$ cat config.mk
export PLATFORM = sky130hd
export DESIGN_NAME = tcal_core
export DESIGN_NICKNAME = d
export VERILOG_FILES = /design/src/rtl/tcal_pkg.sv /design/src/rtl/tcal_time.sv /design/src/rtl/tcal_date.sv /design/src/rtl/tcal_alarm.sv /design/src/rtl/tcal_core.sv
export SDC_FILE = /design/constraint.sdc
export NUM_CORES = 1
export LEC_CHECK = 0
export ABC_CLOCK_PERIOD_IN_PS = 7500
export BUFFER_PORTS_ARGS = -buffer_cell sky130_fd_sc_hd__buf_2
export CORE_MARGIN = 5
export CORE_UTILIZATION = 48
export DETAILED_ROUTE_END_ITERATION = 8
export GPL_TIMING_DRIVEN = 0
export PLACE_DENSITY = 0.73
export RECOVER_POWER = 25
export SLEW_MARGIN = 10
export SYNTH_ARGS = -nofsm -noshare
export SYNTH_HDL_FRONTEND = slang
export SYNTH_SLANG_ARGS = --single-unit
$ cat constraint.sdc
create_clock -name clk -period 7.5 [get_ports clk]
set_input_delay 0.375 -clock clk [delete_from_list [all_inputs] [get_ports clk]]
set_output_delay 0.375 -clock clk [all_outputs]
set_load 0.02 [all_outputs]
$ cat src/rtl/tcal_pkg.sv
package tcal_pkg;

  localparam int REG_AW = 4;

  localparam logic [3:0] ADR_SEC   = 4'h0;
  localparam logic [3:0] ADR_MIN   = 4'h1;
  localparam logic [3:0] ADR_HOUR  = 4'h2;
  localparam logic [3:0] ADR_DOW   = 4'h3;
  localparam logic [3:0] ADR_DATE  = 4'h4;
  localparam logic [3:0] ADR_MON   = 4'h5;
  localparam logic [3:0] ADR_YEAR  = 4'h6;
  localparam logic [3:0] ADR_ALARM = 4'h8;

  // Next BCD value: wraps from last to first, otherwise adds one.
  function automatic logic [7:0] bcd_step(input logic [7:0] v,
                                          input logic [7:0] last,
                                          input logic [7:0] first);
    if (v == last)            return first;
    else if (v[3:0] == 4'd9)  return {v[7:4] + 4'd1, 4'd0};
    else                      return v + 8'd1;
  endfunction

  function automatic logic leap_bcd(input logic [7:0] y);
    logic [6:0] b;
    b = 7'(y[7:4]) * 7'd10 + 7'(y[3:0]);
    return (b[1:0] == 2'b00);
  endfunction

  function automatic logic [7:0] month_last(input logic [7:0] m,
                                            input logic leap);
    case (m)
      8'h02:                      return leap ? 8'h29 : 8'h28;
      8'h04, 8'h06, 8'h09, 8'h11: return 8'h30;
      default:                    return 8'h31;
    endcase
  endfunction

endpackage

$ cat src/rtl/tcal_time.sv
module tcal_time
  import tcal_pkg::*;
#(
  parameter int AW = REG_AW
) (
  input  logic          clk,
  input  logic          rst,
  input  logic          step,
  input  logic          wr_en,
  input  logic [AW-1:0] wr_addr,
  input  logic [7:0]    wr_data,
  output logic [6:0]    sec_q,
  output logic [6:0]    min_q,
  output logic [7:0]    hour_q,
  output logic          day_carry
);

  logic [7:0] sec_nx8, min_nx8, hour_nx, h24_nx8, h12_nx8;
  logic       sec_end, min_end, hour_wrap;
  logic       adv_min, adv_hour;
  logic       w_sec, w_min, w_hour;

  assign w_sec  = wr_en && (wr_addr == AW'(ADR_SEC));
  assign w_min  = wr_en && (wr_addr == AW'(ADR_MIN));
  assign w_hour = wr_en && (wr_addr == AW'(ADR_HOUR));

  assign sec_end = (sec_q == 7'h59);
  assign min_end = (min_q == 7'h59);
  assign sec_nx8 = bcd_step({1'b0, sec_q}, 8'h59, 8'h00);
  assign min_nx8 = bcd_step({1'b0, min_q}, 8'h59, 8'h00);
  assign h24_nx8 = bcd_step({2'b00, hour_q[5:0]}, 8'h23, 8'h00);
  assign h12_nx8 = bcd_step({3'b000, hour_q[4:0]}, 8'h12, 8'h01);

  always_comb begin
    if (hour_q[7]) begin
      if (hour_q[4:0] == 5'h11) begin
        hour_nx   = {1'b1, 1'b0, ~hour_q[5], 5'h12};
        hour_wrap = hour_q[5];
      end else begin
        hour_nx   = {1'b1, 1'b0, hour_q[5], h12_nx8[4:0]};
        hour_wrap = 1'b0;
      end
    end else begin
      hour_nx   = {2'b00, h24_nx8[5:0]};
      hour_wrap = (hour_q[5:0] == 6'h23);
    end
  end

  assign adv_min   = step && sec_end;
  assign adv_hour  = adv_min && min_end;
  assign day_carry = adv_hour && hour_wrap;

  always_ff @(posedge clk) begin
    if (rst) begin
      sec_q  <= 7'h00;
      min_q  <= 7'h00;
      hour_q <= 8'h00;
    end else begin
      if (w_sec)         sec_q <= wr_data[6:0];
      else if (step)     sec_q <= sec_nx8[6:0];

      if (w_min)         min_q <= wr_data[6:0];
      else if (adv_min)  min_q <= min_nx8[6:0];

      if (w_hour)        hour_q <= {wr_data[7], 1'b0, wr_data[5:0]};
      else if (adv_hour) hour_q <= hour_nx;
    end
  end

endmodule

$ cat src/rtl/tcal_date.sv
module tcal_date
  import tcal_pkg::*;
#(
  parameter int AW = REG_AW
) (
  input  logic          clk,
  input  logic          rst,
  input  logic          step_day,
  input  logic          wr_en,
  input  logic [AW-1:0] wr_addr,
  input  logic [7:0]    wr_data,
  output logic [2:0]    dow_q,
  output logic [5:0]    date_q,
  output logic [4:0]    mon_q,
  output logic [7:0]    year_q
);

  logic [7:0] last_day, date_nx8, mon_nx8, year_nx8;
  logic       date_end, mon_end, adv_mon, adv_year;
  logic       w_dow, w_date, w_mon, w_year;

  assign w_dow  = wr_en && (wr_addr == AW'(ADR_DOW));
  assign w_date = wr_en && (wr_addr == AW'(ADR_DATE));
  assign w_mon  = wr_en && (wr_addr == AW'(ADR_MON));
  assign w_year = wr_en && (wr_addr == AW'(ADR_YEAR));

  assign last_day = month_last({3'b000, mon_q}, leap_bcd(year_q));
  assign date_end = ({2'b00, date_q} == last_day);
  assign mon_end  = (mon_q == 5'h12);
  assign date_nx8 = date_end ? 8'h01 : bcd_step({2'b00, date_q}, 8'hFF, 8'h01);
  assign mon_nx8  = bcd_step({3'b000, mon_q}, 8'h12, 8'h01);
  assign year_nx8 = bcd_step(year_q, 8'h99, 8'h00);

  assign adv_mon  = step_day && date_end;
  assign adv_year = adv_mon && mon_end;

  always_ff @(posedge clk) begin
    if (rst) begin
      dow_q  <= 3'd1;
      date_q <= 6'h01;
      mon_q  <= 5'h01;
      year_q <= 8'h00;
    end else begin
      if (w_dow)         dow_q <= wr_data[2:0];
      else if (step_day) dow_q <= (dow_q == 3'd7) ? 3'd1 : dow_q + 3'd1;

      if (w_date)        date_q <= wr_data[5:0];
      else if (step_day) date_q <= date_nx8[5:0];

      if (w_mon)         mon_q <= wr_data[4:0];
      else if (adv_mon)  mon_q <= mon_nx8[4:0];

      if (w_year)        year_q <= wr_data;
      else if (adv_year) year_q <= year_nx8;
    end
  end

endmodule

$ cat src/rtl/tcal_alarm.sv
module tcal_alarm
  import tcal_pkg::*;
#(
  parameter int AW     = REG_AW,
  parameter int FIELDS = 3,
  parameter int FW     = 7
) (
  input  logic                clk,
  input  logic                rst,
  input  logic                wr_en,
  input  logic [AW-1:0]       wr_addr,
  input  logic [7:0]          wr_data,
  input  logic [FIELDS*FW-1:0] live,
  output logic [FIELDS*FW-1:0] alarm_q,
  output logic                match_q
);

  logic [FIELDS-1:0] eq;

  for (genvar g = 0; g < FIELDS; g++) begin : g_fld
    // the hours field keeps only the BCD digits and the PM flag
    localparam logic [FW-1:0] MASK = (g == FIELDS - 1) ? FW'(7'h3F) : FW'(7'h7F);
    logic [FW-1:0] val_q;
    logic          sel;

    assign sel = wr_en && (wr_addr == AW'(ADR_ALARM) + AW'(g));

    always_ff @(posedge clk) begin
      if (rst)      val_q <= '0;
      else if (sel) val_q <= wr_data[FW-1:0] & MASK;
    end

    assign eq[g] = (val_q == (live[g*FW +: FW] & MASK));
    assign alarm_q[g*FW +: FW] = val_q;
  end

  always_ff @(posedge clk) begin
    if (rst) match_q <= 1'b0;
    else     match_q <= &eq;
  end

endmodule

$ cat src/rtl/tcal_core.sv
module tcal_core
  import tcal_pkg::*;
#(
  parameter int AW = REG_AW
) (
  input  logic          clk,
  input  logic          rst,
  input  logic          tick,
  input  logic          run,
  input  logic          wr_en,
  input  logic [AW-1:0] wr_addr,
  input  logic [7:0]    wr_data,
  input  logic [AW-1:0] rd_addr,
  output logic [7:0]    rd_data,
  output logic          alarm_match
);

  localparam int FIELDS = 3;
  localparam int FW     = 7;

  logic [6:0] sec_w, min_w;
  logic [7:0] hour_w, year_w;
  logic [2:0] dow_w;
  logic [5:0] date_w;
  logic [4:0] mon_w;
  logic       day_carry, step;
  logic [FIELDS*FW-1:0] live_w, alarm_w;
  logic [7:0] rd_q;

  assign step = tick && run;

  tcal_time #(.AW(AW)) u_time (
    .clk(clk), .rst(rst), .step(step),
    .wr_en(wr_en), .wr_addr(wr_addr), .wr_data(wr_data),
    .sec_q(sec_w), .min_q(min_w), .hour_q(hour_w), .day_carry(day_carry)
  );

  tcal_date #(.AW(AW)) u_date (
    .clk(clk), .rst(rst), .step_day(day_carry),
    .wr_en(wr_en), .wr_addr(wr_addr), .wr_data(wr_data),
    .dow_q(dow_w), .date_q(date_w), .mon_q(mon_w), .year_q(year_w)
  );

  assign live_w = {1'b0, hour_w[5:0], min_w, sec_w};

  tcal_alarm #(.AW(AW), .FIELDS(FIELDS), .FW(FW)) u_alarm (
    .clk(clk), .rst(rst),
    .wr_en(wr_en), .wr_addr(wr_addr), .wr_data(wr_data),
    .live(live_w), .alarm_q(alarm_w), .match_q(alarm_match)
  );

  always_ff @(posedge clk) begin
    if (rst) begin
      rd_q <= 8'h00;
    end else begin
      case (rd_addr)
        AW'(ADR_SEC):       rd_q <= {1'b0, sec_w};
        AW'(ADR_MIN):       rd_q <= {1'b0, min_w};
        AW'(ADR_HOUR):      rd_q <= hour_w;
        AW'(ADR_DOW):       rd_q <= {5'b0, dow_w};
        AW'(ADR_DATE):      rd_q <= {2'b0, date_w};
        AW'(ADR_MON):       rd_q <= {3'b0, mon_w};
        AW'(ADR_YEAR):      rd_q <= year_w;
        AW'(ADR_ALARM):     rd_q <= {1'b0, alarm_w[FW-1:0]};
        AW'(ADR_ALARM + 1): rd_q <= {1'b0, alarm_w[2*FW-1:FW]};
        AW'(ADR_ALARM + 2): rd_q <= {1'b0, alarm_w[3*FW-1:2*FW]};
        default:            rd_q <= 8'h00;
      endcase
    end
  end

  assign rd_data = rd_q;

endmodule

# [Word level (Yosys, flattened, before mapping)]
# Cells that the tools add are included.
[word_totals] ff_bits=73 latch_bits=0 ram_bits=0 rom_bits=0 input_bits=21 word_cells=140 memories=0
[classes] n_addsub=16 multipliers=1 div=0 magnitude_cmp=0 n_eq_ne=42 n_shift=0 muxes=36 bitwise=1 reduce_logical=30
[ops] op="$pmux W8 S10" count=1
[ops] op="$mux W7" count=8
[ops] op="$mux W8" count=7
[ops] op="$eq A4 B4 Y1 const B" count=12
[ops] op="$mux W6" count=7
[ops] op="$mux W5" count=6
[ops] op="$eq A4 B3 Y1 const B" count=6
[ops] op="$eq A5 B5 Y1 const B" count=4
[ops] op="$eq A4 B2 Y1 const B" count=4
[ops] op="$logic_and A1 B1 Y1" count=16
[ops] op="$pmux W8 S2" count=1
[ops] op="$add A7 B1 Y7 const B" count=2
[ops] op="$eq A7 B7 Y1" count=2
[ops] op="$eq A7 B7 Y1 const B" count=2
[ops] op="$reduce_bool A2 Y1" count=7
[ops] op="$add A6 B1 Y6 const B" count=2
[ops] op="$add A5 B1 Y5 const B" count=2
[ops] op="$eq A5 B3 Y1 const B" count=2
[ops] op="$add A3 B1 Y3 const B" count=3
[ops] op="$mux W3" count=3
[ops] op="$add A8 B1 Y8 const B" count=1
[ops] op="$eq A4 B1 Y1 const B" count=2
[ops] op="$eq A6 B8 Y1" count=1
[ops] op="$eq A8 B8 Y1 const B" count=1
[ops] op="19 further kinds" count=24

# [Depth between registers and ports, before layout]
# Gate-level depths: netlist (run 1).
[depth] ltp_word=10 ltp_mapped=10 depth_no_buf=8

# [Hierarchy]
# Synthesis (run 1) repeated with hierarchy kept, for this count alone.
[hier_totals] cells_unflattened=653 hier_area_um2=5363.9
[modules_own_cells] module="tcal_date" n_inst=1 cells_each=232 area_per_inst_um2=1729.2
[modules_own_cells] module="tcal_time" n_inst=1 cells_each=219 area_per_inst_um2=1697.9
[modules_own_cells] module="tcal_alarm" n_inst=1 cells_each=97 area_per_inst_um2=1007.2
[modules_own_cells] module="tcal_core" n_inst=1 cells_each=105 area_per_inst_um2=929.6

# [Worst setup path before layout (run 1)]
# OpenSTA, ideal clock, no wires.
[synth_timing] path_type="flip-flop to flip-flop" from="reg u_time.sec_q[0]" to="reg u_date.year_q[0]" t_arrival_ns=2.344 t_required_ns=7.409 slack_ns=5.065 stages_incl_launch_ff=9 period_less_slack_ns=2.435 cell_sequence="dfxtp_1 > ha_1 > nand3b_1 > nor4_4 > nand3_2 > a2111o_1 > buf_6 > or3_1 > a311oi_1"
[synth_via] elab_chain_len=7
[synth_lines] element="start, declared" line="tcal_time.sv:12" text="output logic [6:0] sec_q,"
[synth_lines] element="start signal, assigned" line="tcal_time.sv:59" text="if (w_sec) sec_q <= wr_data[6:0];"
[synth_lines] element="start signal, assigned" line="tcal_time.sv:60" text="else if (step) sec_q <= sec_nx8[6:0];"
[synth_lines] element="$eq A7 B7 Y1" line="tcal_time.sv:27" text="assign sec_end = (sec_q == 7'h59);"
[synth_lines] element="$logic_and A1 B1 Y1" line="tcal_time.sv:49" text="assign adv_min = step && sec_end;"
[synth_lines] element="$logic_and A1 B1 Y1" line="tcal_time.sv:50" text="assign adv_hour = adv_min && min_end;"
[synth_lines] element="$logic_and A1 B1 Y1" line="tcal_time.sv:51" text="assign day_carry = adv_hour && hour_wrap;"
[synth_lines] element="$logic_and A1 B1 Y1" line="tcal_date.sv:34" text="assign adv_mon = step_day && date_end;"
[synth_lines] element="$logic_and A1 B1 Y1" line="tcal_date.sv:35" text="assign adv_year = adv_mon && mon_end;"
[synth_lines] element="$reduce_bool A2 Y1 (no line)"
[synth_lines] element="end signal, assigned" line="tcal_date.sv:53" text="if (w_year) year_q <= wr_data;"
[synth_lines] element="end signal, assigned" line="tcal_date.sv:54" text="else if (adv_year) year_q <= year_nx8;"
[synth_lines] element="end, declared" line="tcal_date.sv:15" text="output logic [7:0] year_q"
# No other way between the ends.
# A chain may end at the register's enable or synchronous reset.

# [Worst setup path after layout (run 1)]
# Same ends and word-level chain as after synthesis.

==> results of run 1 <==
## cell type report
cell class | count | area [sq um] | area share
clock inverters | 4 | 77.6 | 0.0140
plain buffers | 53 | 224 | 0.0403
well taps | 136 | 170 | 0.0306
inverters | 16 | 60.1 | 0.0108
multi-input cells | 510 | 3330 | 0.600
repair buffers | 23 | 103 | 0.0185
clock buffers | 12 | 145 | 0.0261
flip-flops and latches | 72 | 1440 | 0.259
## logic make-up (layout without fill, tap and decap cells)
kind of cell,Yosys count,count (layout),synth area share
adder cells (fa/ha/maj),17,17,0.0420
AND/OR/NAND/NOR,269,269,0.275
XOR/XNOR,28,28,0.0485
buffers and inverters,69,108,0.0561
multiplexers,34,34,0.0752
AO/OA/AOI/OAI,162,162,0.218
flip-flops,72,72,0.285
## cells in the mapped netlist, types with 9 or more instances
cell / instances
nand3b_1: 10
a21oi_1: 32
o21ai_0: 28
a22oi_1: 9
ha_1: 17
a211oi_1: 14
buf_1: 9
xor2_1: 18
clkbuf_1: 34
nand2_1: 52
a31oi_1: 14
nand4_1: 10
nor3_1: 17
xnor2_1: 10
nor2_1: 82
a311oi_1: 11
mux2i_1: 29
nor2b_1: 14
and3_1: 10
dfxtp_1: 72
nand3_1: 18
inv_1: 16
## registers in the layout (all words and copies together) (netlist names)
signal and cells:
u_time.hour_q 7, u_time.sec_q 7, u_alarm.match_q 1, u_date.year_q 8
u_alarm.g_fld.val_q 20, u_time.min_q 7, u_date.mon_q 5, u_date.date_q 6
rd_data 8, u_date.dow_q 3
## worst max-delay path, stage by stage, from the launching register on
cell and delay [ns]:
dfxtp_1 0.49, ha_1 0.24, nand3b_1 0.23, nor4_4 0.49, nand3_2 0.25, a2111o_1 0.49, buf_6 0.18, or3_1 0.30
a311oi_1 0.25
## layer usage
metal  vias to the layer above  part of all wire  global-route usage
li1                       2448                 -                   -
met3                        39             0.093              0.0512
met4                         0             0.029              0.0905
met2                       288              0.44               0.403
met5                         -                 0                   0
met1                      2447              0.43               0.367
## path summary, 6_finish.rpt
kind,end,slack [ns],cells past startpoint
max,u_date.year_q[0],4.50,8
min,u_time.hour_q[7],0.30,3
max reg2reg,u_date.year_q[0],4.50,8
min reg2reg,u_date.dow_q[2],0.54,2
## through the flow
step                hold slack (ns)  setup WS, ns   util  area [sq um]  instances
finish                        0.296          4.50  0.538          5560        826
global route                  0.302          4.33  0.538          5560        826
CTS                           0.298          4.51  0.539          5570        826
detailed placement            0.497          4.55  0.518          5350        810
global placement              0.491          4.60  0.518          5350        810
floorplan                     0.469          5.06      -          5060        651
## cells in the final DEF (no fill, tap or decap), drive strengths merged, types with 18 or more instances in the layout
master | synthesis | layout
a21oi | 32 | 32
buf | 19 | 32
clkbuf | 34 | 56
dfxtp | 72 | 72
mux2i | 29 | 29
nand2 | 52 | 52
nand3 | 19 | 19
nor2 | 82 | 82
o21ai | 28 | 28
xor2 | 18 | 18
## power by group
group / switching [mW] / internal [mW] / leakage (nW) / total, mW
combinational: 0.0687 / 0.0368 / 1.32 / 0.105
clock: 0.153 / 0.198 / 0.111 / 0.351
sequential: 0.0126 / 0.392 / 0.583 / 0.404
total: 0.234 / 0.626 / 2.01 / 0.860
==> run metrics, run 1 <==
pin count of the biggest net entering global routing 13; Worst Tran Pin Value approximately 0.98 ns; Critical Path Sink Type flip-flop; total CTS buffers 9; EDFF count, synth 0; DR DRC count 0; Seq cells post-synth 72; Setup Buffers After CTS 0; critical path arrival 3.27 ns; die area 12700 sq um; first-pass GRT wire length about 26 mm; DRT Pass-1 Iters 7; CTS root buf clkbuf_8; CP required around 7.8 ns; Max IR drop VDD 98.2 uV; max-capacitance violation count 0; PD cells ~150 nW/um^2; RSZ-0062 raised after global routing no; Final min period 3.00 ns; syn nets 689; post-cts resize count 0; Synth Warn # 0; via count 5222; Fin. Hold Viols 0; CTS tree built; Cell Rows 37; vias in the first global route 4877; ys async rst share 0; core box area 10300 sq um; Hold Startpoint wr_data[7]; initial core utilization 0.490; Syn Inst Count 651; ratio of cells with drive above 1 in the final layout 0.0812; top_reg_cell synth dfxtp_1; worst-path maximum fanout 10; total routed wirelength 16.9 mm; fin crit share 0.401; # hold bufs at CTS 0; Syn Area/Cell 7.77 sq um; Max Fclk 0.333 GHz; WL per Instance a little over 20 um; routed vias/inst 6.32; max-slew violations 0; setup TNS 0 ns; initial antenna violation count 0; Reg2Reg Launch Point u_time.sec_q[0]; CP startpoint u_time.sec_q[0]; post-synth top area share 0.285; Clk pin slew, worst setup/hold paths 0.08 ns; die span in y 113 um; Fin Clk Skew 0.0134 ns; post-detail-place hpwl 12.3 mm; Overflow after GRT 0; Synth area leaders dfxtp_1 (28%), nor2_1 (6.1%), mux2i_1 (5.7%), ha_1 (4.2%), nand2_1 (3.9%); Pleak 2.01 nW; Worst-Skew Late Latency around 0.35 ns; GP Congestion 0.961; overall power consumption 860 uW; CP Class reg -> reg; status completed; post-synthesis sequential area ratio 0.285; PortBufs 23; FILL cells 1028; area leader, netlist dfxtp_1; mapped cell area 5060 sq um; Antenna Cells 0; worst hold path class in -> reg; die span in x roughly 110 um; Area Overhead vs Synth 9.79%; Max H-tree Level 3; # nets final 723; initial DRC count ~730; I/O pins 30; setup violators final 0; post-route ant nets 0; total clock sinks 72; clock buffer depth 2; Critical Path Start Type flip-flop; overall routing resource usage 0.262; Max-slew headroom 0.343; Unique masters post-synth 68
Note: power is estimated with default switching activity, not from simulation.
==> inputs of run 2 (changes only) <==
--- a/config.mk
+++ b/config.mk
@@ -5,7 +5,7 @@
 export SDC_FILE = /design/constraint.sdc
 export NUM_CORES = 1
 export LEC_CHECK = 0
-export ABC_CLOCK_PERIOD_IN_PS = 7500
+export ABC_CLOCK_PERIOD_IN_PS = 2900
 export BUFFER_PORTS_ARGS = -buffer_cell sky130_fd_sc_hd__buf_2
 export CORE_MARGIN = 5
 export CORE_UTILIZATION = 48
==> constraint.sdc (replaced) <==
create_clock -name clk -period 2.9 [get_ports clk]
set_input_delay 0.145 -clock clk [delete_from_list [all_inputs] [get_ports clk]]
set_output_delay 0.145 -clock clk [all_outputs]
set_load 0.02 [all_outputs]
==> run metrics, run 2 (same netlist as run 1, synthesis figures left out) <==
die span in y 113 um (unchanged); total clock sinks 72 (unchanged); Worst-Skew Late Latency 0.36 ns (was 0.35 ns); routed vias/inst 6.30 (was 6.32); RSZ-0062 raised after global routing no (unchanged); Max IR drop VDD 253 uV (was 98.2 uV); Clk pin slew, worst setup/hold paths 0.08 ns (about the same); total routed wirelength 16.9 mm (about the same); worst setup margin 0.140 ns (was 4.50 ns); Max-slew headroom 0.331 (was 0.343); first-pass GRT wire length 26.4 mm (about the same); Critical Path Start Type flip-flop (unchanged); WL per Instance 20.5 um (about the same); die span in x 113 um (unchanged); initial antenna violation count 0 (unchanged); overall routing resource usage 0.262 (unchanged); most frequent cells in the layout nor2_1 (82), dfxtp_1 (68), nand2_1 (52) (was nor2_1 (82), dfxtp_1 (72), nand2_1 (52)); GP Congestion 0.961 (unchanged); max-capacitance violation count 0 (unchanged); core box area 10300 sq um (unchanged); setup violators final 0 (unchanged); CTS tree built (unchanged); final core occ 0.539 (was 0.538); overall power consumption 2.23 mW (was 860 uW); max-slew violations 0 (unchanged); PD cells 400 nW/um^2 (was 155 nW/um^2); Area Overhead vs Synth 10.1% (was 9.79%); CTS root buf clkbuf_8 (unchanged); setup TNS 0 ns (unchanged); status completed (unchanged); I/O pins 30 (unchanged); die area 12700 sq um (unchanged); post-route ant nets 0 (unchanged); clock buffer depth 2 (unchanged); post-detail-place hpwl 12.3 mm (unchanged); # nets final 724 (was 723); vias in the first global route 4889 (was 4877); total CTS buffers 9 (unchanged); pre-CTS WS -0.0469 ns (was 4.55 ns); DRT Pass-1 Iters 6 (was 7); Overflow after GRT 0 (unchanged); max FFs per register 20 (unchanged); Fin. Hold Viols 0 (unchanged); largest register by flop count u_alarm.g_fld.val_q (unchanged); CP Class reg -> reg (unchanged); initial core utilization 0.490 (unchanged); hold_ws 0.0627 ns (was 0.296 ns); critical path arrival 3.03 ns (was 3.27 ns); Fin Clk Skew 0.0145 ns (was 0.0134 ns); initial DRC count 732 (was 725); fin crit share 0.952 (was 0.401); DR DRC count 0 (unchanged); Final min period 2.76 ns (was 3.00 ns); via count 5214 (was 5222); most common cell after layout, fill and taps aside nor2_1 (unchanged); Critical Path Sink Type flip-flop (unchanged); pin count of the biggest net entering global routing 13 (unchanged); Max Fclk 0.362 GHz (was 0.333 GHz); Antenna Cells 0 (unchanged); PortBufs 23 (unchanged); Cell Rows 37 (unchanged); Pleak 2.03 nW (was 2.01 nW); worst hold path class in -> reg (unchanged); CP required 3.17 ns (was 7.77 ns); worst-path maximum fanout 10 (unchanged); ratio of cells with drive above 1 in the final layout 0.0897 (was 0.0812); Worst Tran Pin Value 0.996 ns (was 0.978 ns); Max H-tree Level 3 (unchanged)
-- run 2: stage by stage --
| step | std cells | area, sq um |
|---|---|---|
| 6_report | 827 | 5570 |
| 3_3_place_gp | 810 | 5350 |
| 5_1_grt | 827 | 5570 |
| 2_1_floorplan | 651 | 5060 |
| 4_1_cts | 827 | 5580 |
| 3_5_place_dp | 810 | 5350 |
-- run 2: critical path, stage by stage (launching register included) --
cell	delay, ns
dfxtp_1	0.32
buf_2	0.17
nor4b_1	0.38
o311ai_0	0.25
o221a_2	0.35
a2111o_1	0.47
buf_6	0.17
or3_1	0.30
a311oi_1	0.25
-- run 2: power breakdown --
group / total [mW] / internal [mW] / switching (mW) / leakage (nW)
Sequential: 1.05 / 1.01 / 0.0329 / 0.585
Combinational: 0.273 / 0.0952 / 0.178 / 1.33
Clock: 0.911 / 0.512 / 0.399 / 0.111
Total: 2.23 / 1.62 / 0.609 / 2.03
-- run 2: final cells by class --
cell class | instances | area [sq um]
Multi-Input combinational cell | 510 | 3330
Timing Repair Buffer | 24 | 110
Inverter | 16 | 60.1
Fill cell | 1027 | 4750
Sequential cell | 72 | 1450
Tap cell | 136 | 170
Clock inverter | 4 | 77.6
Buffer | 53 | 225
Clock buffer | 12 | 145
-- run 2: worst paths after layout --
path / to / slack [ns] / cells past startpoint / start
max reg2reg: u_date.year_q[0] / 0.14 / 8 / u_date.date_q[2]
min reg2reg: u_date.dow_q[2] / 0.53 / 2 / u_date.dow_q[2]
max: u_date.year_q[0] / 0.14 / 8 / u_date.date_q[2]
min: u_time.hour_q[7] / 0.06 / 3 / wr_data[7]
-- run 2: routing by layer --
layer / track usage / vias to the layer above / part of all wire
met2: 0.401 / 257 / 0.44
met4: 0.0962 / 0 / 0.034
met1: 0.366 / 2451 / 0.44
li1: - / 2455 / -
met5: 0 / - / 0
met3: 0.0512 / 51 / 0.081
-- run 2: repair_timing --
item	4_1_cts	5_1_grt
buffers inserted	1	0
endpoints found under the setup margin	4	6
pin swaps	1	2
hold buffers	0	0
resized for setup	0	6
